===== src/rtl/tmr_pkg.sv =====
package tmr_pkg;
  typedef enum logic {
    REG_LIMIT = 1'b0,
    REG_COUNT = 1'b1
  } tmr_reg_e;
endpackage


===== src/rtl/tmr_counter.sv =====
module tmr_counter #(
  parameter int CNT_W = 22
) (
  input  logic             clk,
  input  logic             rst,
  input  logic             tick,
  input  logic             lim_we,
  input  logic [CNT_W-1:0] lim_wdata,
  input  logic             lim_rd,
  output logic [CNT_W-1:0] cnt_o,
  output logic [CNT_W-1:0] lim_o,
  output logic             pend_o
);
  localparam logic [CNT_W-1:0] ONE = {{(CNT_W-1){1'b0}}, 1'b1};

  logic [CNT_W-1:0] cnt_q, lim_q, cnt_inc;
  logic             pend_q, hit;

  assign cnt_inc = cnt_q + ONE;
  // a limit write in the same cycle suppresses any hit
  assign hit = tick && !lim_we && (lim_q != '0) && (cnt_inc == lim_q);

  always_ff @(posedge clk) begin
    if (rst) begin
      cnt_q  <= ONE;
      lim_q  <= '0;
      pend_q <= 1'b0;
    end else begin
      if (lim_we) begin
        lim_q <= lim_wdata;
        cnt_q <= ONE;
      end else if (tick) begin
        cnt_q <= hit ? ONE : cnt_inc;
      end
      if (hit)         pend_q <= 1'b1;
      else if (lim_rd) pend_q <= 1'b0;
    end
  end

  assign cnt_o  = cnt_q;
  assign lim_o  = lim_q;
  assign pend_o = pend_q;

  a_r4_pend_holds: assert property (@(posedge clk) disable iff (rst)
    (pend_q && !lim_rd) |=> pend_q);
  a_r5_ack_clears: assert property (@(posedge clk) disable iff (rst)
    (lim_rd && !tick) |=> !pend_q);
  a_r6_zero_limit_silent: assert property (@(posedge clk) disable iff (rst)
    (lim_q == '0 && !pend_q) |=> !pend_q);
  a_r7_write_restarts: assert property (@(posedge clk) disable iff (rst)
    lim_we |=> (cnt_q == ONE && lim_q == $past(lim_wdata)));
  a_r2_hold_no_tick: assert property (@(posedge clk) disable iff (rst)
    (!tick && !lim_we) |=> $stable(cnt_q));
endmodule


===== src/rtl/tmr_rdmux.sv =====
module tmr_rdmux #(
  parameter int NUM_CNT = 5,
  parameter int CNT_W   = 22,
  parameter int FRAC_W  = 10,
  parameter int SEL_W   = 3
) (
  input  logic                    clk,
  input  logic                    rst,
  input  logic                    rd_en,
  input  logic [SEL_W-1:0]        sel,
  input  logic                    addr,
  input  logic [CNT_W-1:0]        cnt_all [NUM_CNT],
  input  logic [CNT_W-1:0]        lim_all [NUM_CNT],
  output logic [CNT_W+FRAC_W-1:0] rd_data,
  output logic                    rd_valid
);
  import tmr_pkg::*;

  logic [CNT_W-1:0] field;

  always_comb begin
    field = '0;
    for (int i = 0; i < NUM_CNT; i++) begin
      if (sel == SEL_W'(i))
        field = (addr == REG_COUNT) ? cnt_all[i] : lim_all[i];
    end
  end

  always_ff @(posedge clk) begin
    if (rst) begin
      rd_data  <= '0;
      rd_valid <= 1'b0;
    end else begin
      rd_valid <= rd_en;
      if (rd_en) rd_data <= {field, {FRAC_W{1'b0}}};
    end
  end

  a_r11_read_latency: assert property (@(posedge clk) disable iff (rst)
    rd_en |=> rd_valid);
  a_r1_low_bits_zero: assert property (@(posedge clk) disable iff (rst)
    rd_valid |-> (rd_data[FRAC_W-1:0] == '0));
endmodule


===== src/rtl/tmr_array.sv =====
module tmr_array #(
  parameter int NUM_CPU = 4,
  parameter int DATA_W  = 32,
  parameter int FRAC_W  = 10,
  parameter int SEL_W   = $clog2(NUM_CPU + 1)
) (
  input  logic               clk,
  input  logic               rst,
  input  logic               tick,
  input  logic [SEL_W-1:0]   sel,
  input  logic               addr,
  input  logic               wr_en,
  input  logic               rd_en,
  input  logic [DATA_W-1:0]  wr_data,
  output logic [DATA_W-1:0]  rd_data,
  output logic               rd_valid,
  output logic               irq_sys,
  output logic [NUM_CPU-1:0] irq_cpu
);
  import tmr_pkg::*;

  localparam int NUM_CNT = NUM_CPU + 1;
  localparam int CNT_W   = DATA_W - FRAC_W;

  logic [CNT_W-1:0] cnt_all [NUM_CNT];
  logic [CNT_W-1:0] lim_all [NUM_CNT];
  logic [NUM_CNT-1:0] pend;

  for (genvar g = 0; g < NUM_CNT; g++) begin : g_cnt
    logic hit_sel;
    assign hit_sel = (sel == SEL_W'(g)) && (addr == REG_LIMIT);
    tmr_counter #(.CNT_W(CNT_W)) i_cnt (
      .clk       (clk),
      .rst       (rst),
      .tick      (tick),
      .lim_we    (wr_en && hit_sel),
      .lim_wdata (wr_data[DATA_W-1:FRAC_W]),
      .lim_rd    (rd_en && hit_sel),
      .cnt_o     (cnt_all[g]),
      .lim_o     (lim_all[g]),
      .pend_o    (pend[g])
    );
  end

  tmr_rdmux #(
    .NUM_CNT (NUM_CNT),
    .CNT_W   (CNT_W),
    .FRAC_W  (FRAC_W),
    .SEL_W   (SEL_W)
  ) i_rdmux (
    .clk      (clk),
    .rst      (rst),
    .rd_en    (rd_en),
    .sel      (sel),
    .addr     (addr),
    .cnt_all  (cnt_all),
    .lim_all  (lim_all),
    .rd_data  (rd_data),
    .rd_valid (rd_valid)
  );

  assign irq_sys = pend[0];
  assign irq_cpu = pend[NUM_CNT-1:1];

  a_r10_reset_quiet: assert property (@(posedge clk)
    $past(rst) |-> (!irq_sys && irq_cpu == '0));
endmodule


===== config.mk =====
export PLATFORM = sky130hd
export DESIGN_NAME = tmr_array
export DESIGN_NICKNAME = d
export VERILOG_FILES = /design/src/rtl/tmr_pkg.sv /design/src/rtl/tmr_counter.sv /design/src/rtl/tmr_rdmux.sv /design/src/rtl/tmr_array.sv
export SDC_FILE = /design/constraint.sdc
export NUM_CORES = 1
export LEC_CHECK = 0
export ABC_CLOCK_PERIOD_IN_PS = 3600
export BUFFER_PORTS_ARGS = -buffer_cell sky130_fd_sc_hd__buf_2
export CORE_MARGIN = 8
export CORE_UTILIZATION = 35
export CTS_CLUSTER_DIAMETER = 120
export DETAILED_ROUTE_END_ITERATION = 16
export GPL_TIMING_DRIVEN = 0
export PLACE_DENSITY_LB_ADDON = 0.08
export SYNTH_ARGS = -nofsm -noshare
export SYNTH_HDL_FRONTEND = slang
export SYNTH_SLANG_ARGS = --single-unit
export TNS_END_PERCENT = 20

===== constraint.sdc =====
create_clock -name clk -period 3.6 [get_ports clk]
set_clock_uncertainty 0.05 [all_clocks]
set_input_delay 0.18 -clock clk [delete_from_list [all_inputs] [get_ports clk]]
set_output_delay 0.18 -clock clk [all_outputs]
set_load 0.005 [all_outputs]

# [After elaboration in Yosys (flattened, before gate mapping)]
# Index checks and enable logic that the tools add are counted.
[word_totals] ff_bits=248 word_cells=108 in_bits=41 output_inout_bits=38
[classes] n_bitwise=1 n_reduce_logical=51 n_eq_ne=9 muxes=25 n_addsub=5
[ops] op="$mux 22" count=15
[ops] op="$add 22x1->22 const B" count=5
[ops] op="$eq 22x22->1" count=5
[ops] op="$reduce_bool 22->1" count=5
[ops] op="$logic_and 1x1->1" count=30
[ops] op="$mux 1" count=10
[ops] op="$reduce_bool 2->1" count=5
[ops] op="$reduce_or 2->1" count=5
[ops] op="$eq 3x2->1 const B" count=2
[ops] op="$logic_not 1->1" count=5
[ops] op="$eq 3x1->1 const B" count=1
[ops] op="$eq 3x3->1 const B" count=1
[ops] op="$logic_not 3->1" count=1
[ops] op="$not 1->1" count=1

# [Longest topological paths before layout]
[depth] depth_word=8 depth_mapped=12 depth_no_buf=9

# [Cells and area by module]
# From an unflattened synthesis, not the netlist that was laid out.
[unflattened] hier_cells=1916 hier_area_um2=16495.8
[by_module_without_submodules] module="tmr_counter" area_each_um2=2648.8 instances=5 cells_each=303
[by_module_without_submodules] module="tmr_rdmux" area_each_um2=3144.3 instances=1 cells_each=385
[by_module_without_submodules] module="tmr_array" area_each_um2=107.6 instances=1 cells_each=16

# [Least setup slack after synthesis]
# Ideal clock, no wire load.
[synth_timing] kind="register to register" start="register g_cnt[2].i_cnt.cnt_q[1]" end="register g_cnt[2].i_cnt.cnt_q[12]" setup_slack_ns=0.434 path_stages_with_launch=13 synth_period_minus_slack_ns=3.166 path_buffers=3 setup_time_ns=0.117 arrival_time_ns=2.999 required_time_ns=3.433 path_cell_list="dfxtp_1 ha_1 buf_2 nand4_1 clkbuf_1 nor4_1 xnor2_1 nor2_1 or4b_1 or4_1 buf_2 a31o_1 a22o_1"
[synth_via] elab_chain_len=4
[synth_lines] element="start: declaration" line="tmr_counter.sv:16" rtl="logic [CNT_W-1:0] cnt_q, lim_q, cnt_inc;"
[synth_lines] element="start signal: assignment" line="tmr_counter.sv:33" rtl="cnt_q <= hit ? ONE : cnt_inc;"
[synth_lines] element="$add 22x1->22 (*)" line="tmr_counter.sv:19" rtl="assign cnt_inc = cnt_q + ONE;"
[synth_lines] element="$eq 22x22->1" line="tmr_counter.sv:21" rtl="assign hit = tick && !lim_we && (lim_q != '0) && (cnt_inc == lim_q);"
[synth_lines] element="$logic_and 1x1->1" line="tmr_counter.sv:21"
[synth_lines] element="$mux 22 (*)" line="tmr_counter.sv:33"
# Every way passes the cells marked *; elsewhere a longest branch is shown, timed or not.
# A chain may end at the register's enable or synchronous reset.

# [Worst setup path after layout]
[layout_timing] start="register g_cnt[3].i_cnt.cnt_q[6]" end="register g_cnt[3].i_cnt.cnt_q[21]"
[layout_via] elab_chain_len=4
[layout_lines] element="start: declaration" line="tmr_counter.sv:16"
[layout_lines] element="start signal: assignment" line="tmr_counter.sv:33"
[layout_lines] element="$add 22x1->22 (*)" line="tmr_counter.sv:19"
[layout_lines] element="$eq 22x22->1" line="tmr_counter.sv:21"
[layout_lines] element="$logic_and 1x1->1" line="tmr_counter.sv:21"
[layout_lines] element="$mux 22 (*)" line="tmr_counter.sv:33"
# Marks and branches as above.

==> results.ini <==
[min_path]
min_delay_path_depth = 4
class_of_the_tightest_hold_or_removal_check = in2reg

[finish]
antenna_cells = 0
area.growth.synth_to_final_pct = 16.9
post_route_cells_drive_above_1_share = 0.112
nets = 2307
nFillCells = 4807

[placement]
placement.io_buffers = 55
dpl.hpwl_um = 52900
place.gp.congestion = 0.949

[cts]
numCtsBuffers = 31
clockRootBuffer = sky130_fd_sc_hd__clkbuf_16
clk-insertion-delay-late_ps = 590
htree_levels = 1
cts_sinks = 248
tritoncts = yes
cts_max_path_buffers = 3
cts_clock_pin_slew_for_the_worst_setup_and_hold_paths_ps = 60

[drt]
drt_wl_total_um = 70100
drtIter0Drc = 1512
firstDrtPassIters = 5
avgViaCountPerCell = 5.90
ant_nets = 0
routedWlPerCell_um = 24.2
num_vias = 17000
post-route-drc-count = 0

[floorplan]
effective_utilization_at_floorplan = 0.352
num_io_pins = 79
core-area_mm2 = 0.0462
die_w_um = 231
die_h_um = 231
rows = 79
design.die.area_mm2 = 0.0536

[global_route]
global_route_wire_length_before_repair_um = 103000
first_global_vias = 15800
antenna_found_initial = 2
groute.usage.overall = 0.250
grt.overflow.total = 0
pin_count_of_the_biggest_net_entering_global_routing = 15

[synthesis]
synthesis.instances = 2138
ys_types = 80
synth_enable_flop_cells = 0
synth-seq-area-share = 0.306
ys_async_sr_fraction = 0
synth.cell_area_mm2 = 0.0162
flop_and_latch_count_out_of_synthesis = 248
synth_top_flop_cell = sky130_fd_sc_hd__dfxtp_1
syn_avg_cell_area_um2 = 7.60
ys_warn_count = 0

[sta]
final.hold.worst_slack_ps = 101
final-max-slew-violation-count = 0
finalHoldViolCount = 0
tightest_slew_ps = 1260
layout_worst_path_cycle_share = 0.969
timing.fmax_ghz = 0.287
period_minus_slack_ps = 3490
finalSetupViolCount = 0
setup-tns-final_ps = 0
worst_slew_slack_as_a_fraction_of_its_limit = 0.162

[job]
maxCapViolations = 0

[worst_setup_path]
critical_path.slowest_cell = sky130_fd_sc_hd__or4_1
r2r-start = g_cnt[3].i_cnt.cnt_o[6]$_SDFFE_PP0P_
crit_path_max_fanout = 10
series_of_cell_instances_along_the_critical_path = clkbuf_1 -> nand3_2 -> or4_1 -> nor4_1 -> a21oi_1 -> o31ai_1 -> o2111ai_2 -> clkbuf_2 -> a21boi_0 -> a31o_2
timing.rr.end = g_cnt[3].i_cnt.cnt_o[21]$_SDFFE_PP0P_
cp_num_buf_inv = 2
timing.critical_path.from_type = register
arrival_ps = 3920
crit_type = reg2reg
cp_num_cells = 10
endpoint_kind = register
timing_endpoint_of_the_critical_path = g_cnt[3].i_cnt.cnt_o[21]$_SDFFE_PP0P_
timing.reg2reg.worst_path_depth = 10
worstSetupStartpoint = g_cnt[3].i_cnt.cnt_o[6]$_SDFFE_PP0P_
required_ps = 4030
crit_family = simple AND/OR/NAND/NOR gates
worst_path_largest_cell_delay_ps = 710
rrSetupSlack_ps = 110

[pwr]
static-leakage-power_nw = 6.69
power.ir.vdd_worst_mv = 0.353
power_density_mw_per_mm2 = 370

[status]
outcome = finished clean

-- synth_stat cells, types with 18 or more instances --
master,instances,area share
sky130_fd_sc_hd__nand4_1,51,0.020
sky130_fd_sc_hd__xor2_1,65,0.035
sky130_fd_sc_hd__mux2_2,24,0.017
sky130_fd_sc_hd__a211oi_1,18,0.0083
sky130_fd_sc_hd__nor2b_1,19,0.0073
sky130_fd_sc_hd__nand2_1,352,0.081
sky130_fd_sc_hd__nand2b_1,18,0.0069
sky130_fd_sc_hd__inv_1,31,0.0072
sky130_fd_sc_hd__a21oi_1,140,0.043
sky130_fd_sc_hd__mux2i_1,95,0.059
sky130_fd_sc_hd__o31ai_1,32,0.015
sky130_fd_sc_hd__clkbuf_1,135,0.031
sky130_fd_sc_hd__buf_2,34,0.010
sky130_fd_sc_hd__nor2_1,108,0.025
sky130_fd_sc_hd__nand3_1,80,0.025
sky130_fd_sc_hd__o22ai_1,38,0.015
sky130_fd_sc_hd__nor4_1,70,0.027
sky130_fd_sc_hd__o21ai_0,71,0.022
sky130_fd_sc_hd__and3_1,28,0.011
sky130_fd_sc_hd__xnor2_1,91,0.049
sky130_fd_sc_hd__dfxtp_1,248,0.31
sky130_fd_sc_hd__nor3_1,64,0.020
sky130_fd_sc_hd__o221ai_1,33,0.018
-- power by group --
part           internal [mW]  leakage (nW)  switching [mW]
combinational          0.269          4.15           0.544
sequential              2.80          2.01          0.0718
clock                   2.02         0.535            1.32
-- cell usage in the layout, fill, tap and decap left out, types with 10 or more instances in the layout --
cell                            count
sky130_fd_sc_hd__a211oi_1          18
sky130_fd_sc_hd__a21oi_1          140
sky130_fd_sc_hd__a22o_1            17
sky130_fd_sc_hd__a22oi_1           16
sky130_fd_sc_hd__a31oi_1           17
sky130_fd_sc_hd__a41oi_1           12
sky130_fd_sc_hd__and2_1            12
sky130_fd_sc_hd__and3_1            28
sky130_fd_sc_hd__and4_1            10
sky130_fd_sc_hd__buf_1             13
sky130_fd_sc_hd__buf_2             86
sky130_fd_sc_hd__buf_4             26
sky130_fd_sc_hd__clkbuf_1         121
sky130_fd_sc_hd__clkbuf_16         31
sky130_fd_sc_hd__clkbuf_8          12
sky130_fd_sc_hd__conb_1            10
sky130_fd_sc_hd__dfxtp_1          245
sky130_fd_sc_hd__dlygate4sd3_1     24
sky130_fd_sc_hd__inv_1             31
sky130_fd_sc_hd__mux2_2            24
sky130_fd_sc_hd__mux2i_1           95
sky130_fd_sc_hd__nand2_1          351
sky130_fd_sc_hd__nand2b_1          17
sky130_fd_sc_hd__nand3_1           76
sky130_fd_sc_hd__nand4_1           51
sky130_fd_sc_hd__nor2_1           106
sky130_fd_sc_hd__nor2b_1           19
sky130_fd_sc_hd__nor3_1            60
sky130_fd_sc_hd__nor4_1            59
sky130_fd_sc_hd__o211ai_1          17
sky130_fd_sc_hd__o21ai_0           71
sky130_fd_sc_hd__o221ai_1          33
sky130_fd_sc_hd__o22ai_1           38
sky130_fd_sc_hd__o31ai_1           31
sky130_fd_sc_hd__or3_1             10
sky130_fd_sc_hd__or4_1             14
sky130_fd_sc_hd__xnor2_1           91
sky130_fd_sc_hd__xor2_1            65
-- layout make-up --
class / count / area, um^2 / share of cell area
Sequential cell: 248 / 4970 / 0.262
Timing Repair Buffer: 91 / 609 / 0.0321
Inverter: 31 / 116 / 0.00613
Clock buffer: 47 / 956 / 0.0503
Multi-Input combinational cell: 1667 / 10600 / 0.558
Buffer: 191 / 853 / 0.0449
Tap cell: 607 / 759 / 0.0400
Clock inverter: 9 / 123 / 0.00646
-- metal layers --
| layer | global-route usage | wire length, um | up-vias | part of all wire |
|---|---|---|---|---|
| met2 | 0.403 | 31600 | 584 | 0.45 |
| met3 | 0.0315 | 3970 | 147 | 0.057 |
| met1 | 0.330 | 30900 | 8272 | 0.44 |
| met5 | 0 | 12 | - | 0.00017 |
| li1 | - | - | 8042 | - |
| met4 | 0.114 | 3620 | 2 | 0.052 |
-- tightest hold or removal path, stage by stage --
cell                      delay, ps
sky130_fd_sc_hd__buf_2          130
sky130_fd_sc_hd__nand3_1        190
sky130_fd_sc_hd__nand2_1        120
sky130_fd_sc_hd__a21oi_1         60
-- cell families after synthesis --
kind of cell / share of synthesized area
flops: 0.306
xor+xnor: 0.0841
compound gates: 0.198
mux: 0.0752
buf+inv: 0.0602
fa+ha+maj: 0.00385
simple gates: 0.273
other cells: 0.000231
-- metrics by stage --
step | total power [mW] | std cells | worst slack (ps) | instance area, um^2 | utilization
final | 7.03 | 2891 | 112 | 19000 | 0.411
after detailed placement | 3.68 | 2810 | -750 | 17300 | 0.375
after floorplan | 3.35 | 2147 | 434 | 16300 | -
after global placement | 3.68 | 2809 | -701 | 17300 | 0.375
after CTS | 7.04 | 2894 | -252 | 18800 | 0.406
after global routing | 7.23 | 2891 | -9.25 | 19000 | 0.411
-- state kept, by name, summed over array words and instances (netlist names) --
| signal | flops |
|---|---|
| g_cnt.i_cnt.cnt_o | 110 |
| g_cnt.i_cnt.lim_o | 110 |
| i_rdmux.rd_valid | 1 |
| i_rdmux.rd_data | 22 |
| g_cnt.i_cnt.pend_o | 5 |
-- worst min-delay path by stage --
stage | startpoint | endpoint | slack [ps]
after floorplan | wr_data[20] | g_cnt[1].i_cnt.lim_o[10]$_SDFFE_PP0P_ | 270
after global placement | i_rdmux.rd_data[17]$_SDFFE_PP0P_ | i_rdmux.rd_data[17]$_SDFFE_PP0P_ | 420
after detailed placement | i_rdmux.rd_data[17]$_SDFFE_PP0P_ | i_rdmux.rd_data[17]$_SDFFE_PP0P_ | 420
after CTS | wr_en | g_cnt[0].i_cnt.lim_o[0]$_SDFFE_PP0P_ | 70
after global routing | wr_en | g_cnt[0].i_cnt.lim_o[0]$_SDFFE_PP0P_ | 140
final | wr_en | g_cnt[0].i_cnt.lim_o[0]$_SDFFE_PP0P_ | 100
-- timing repair --
action                                  CTS  global route
gates resized for setup                  15            57
endpoints found under the hold margin   111             0
setup buffers                             4             7
pin swaps                                 3             9
endpoints found under the setup margin  111           112
hold buffers                             24             0
(Power assumes the default switching activity.)
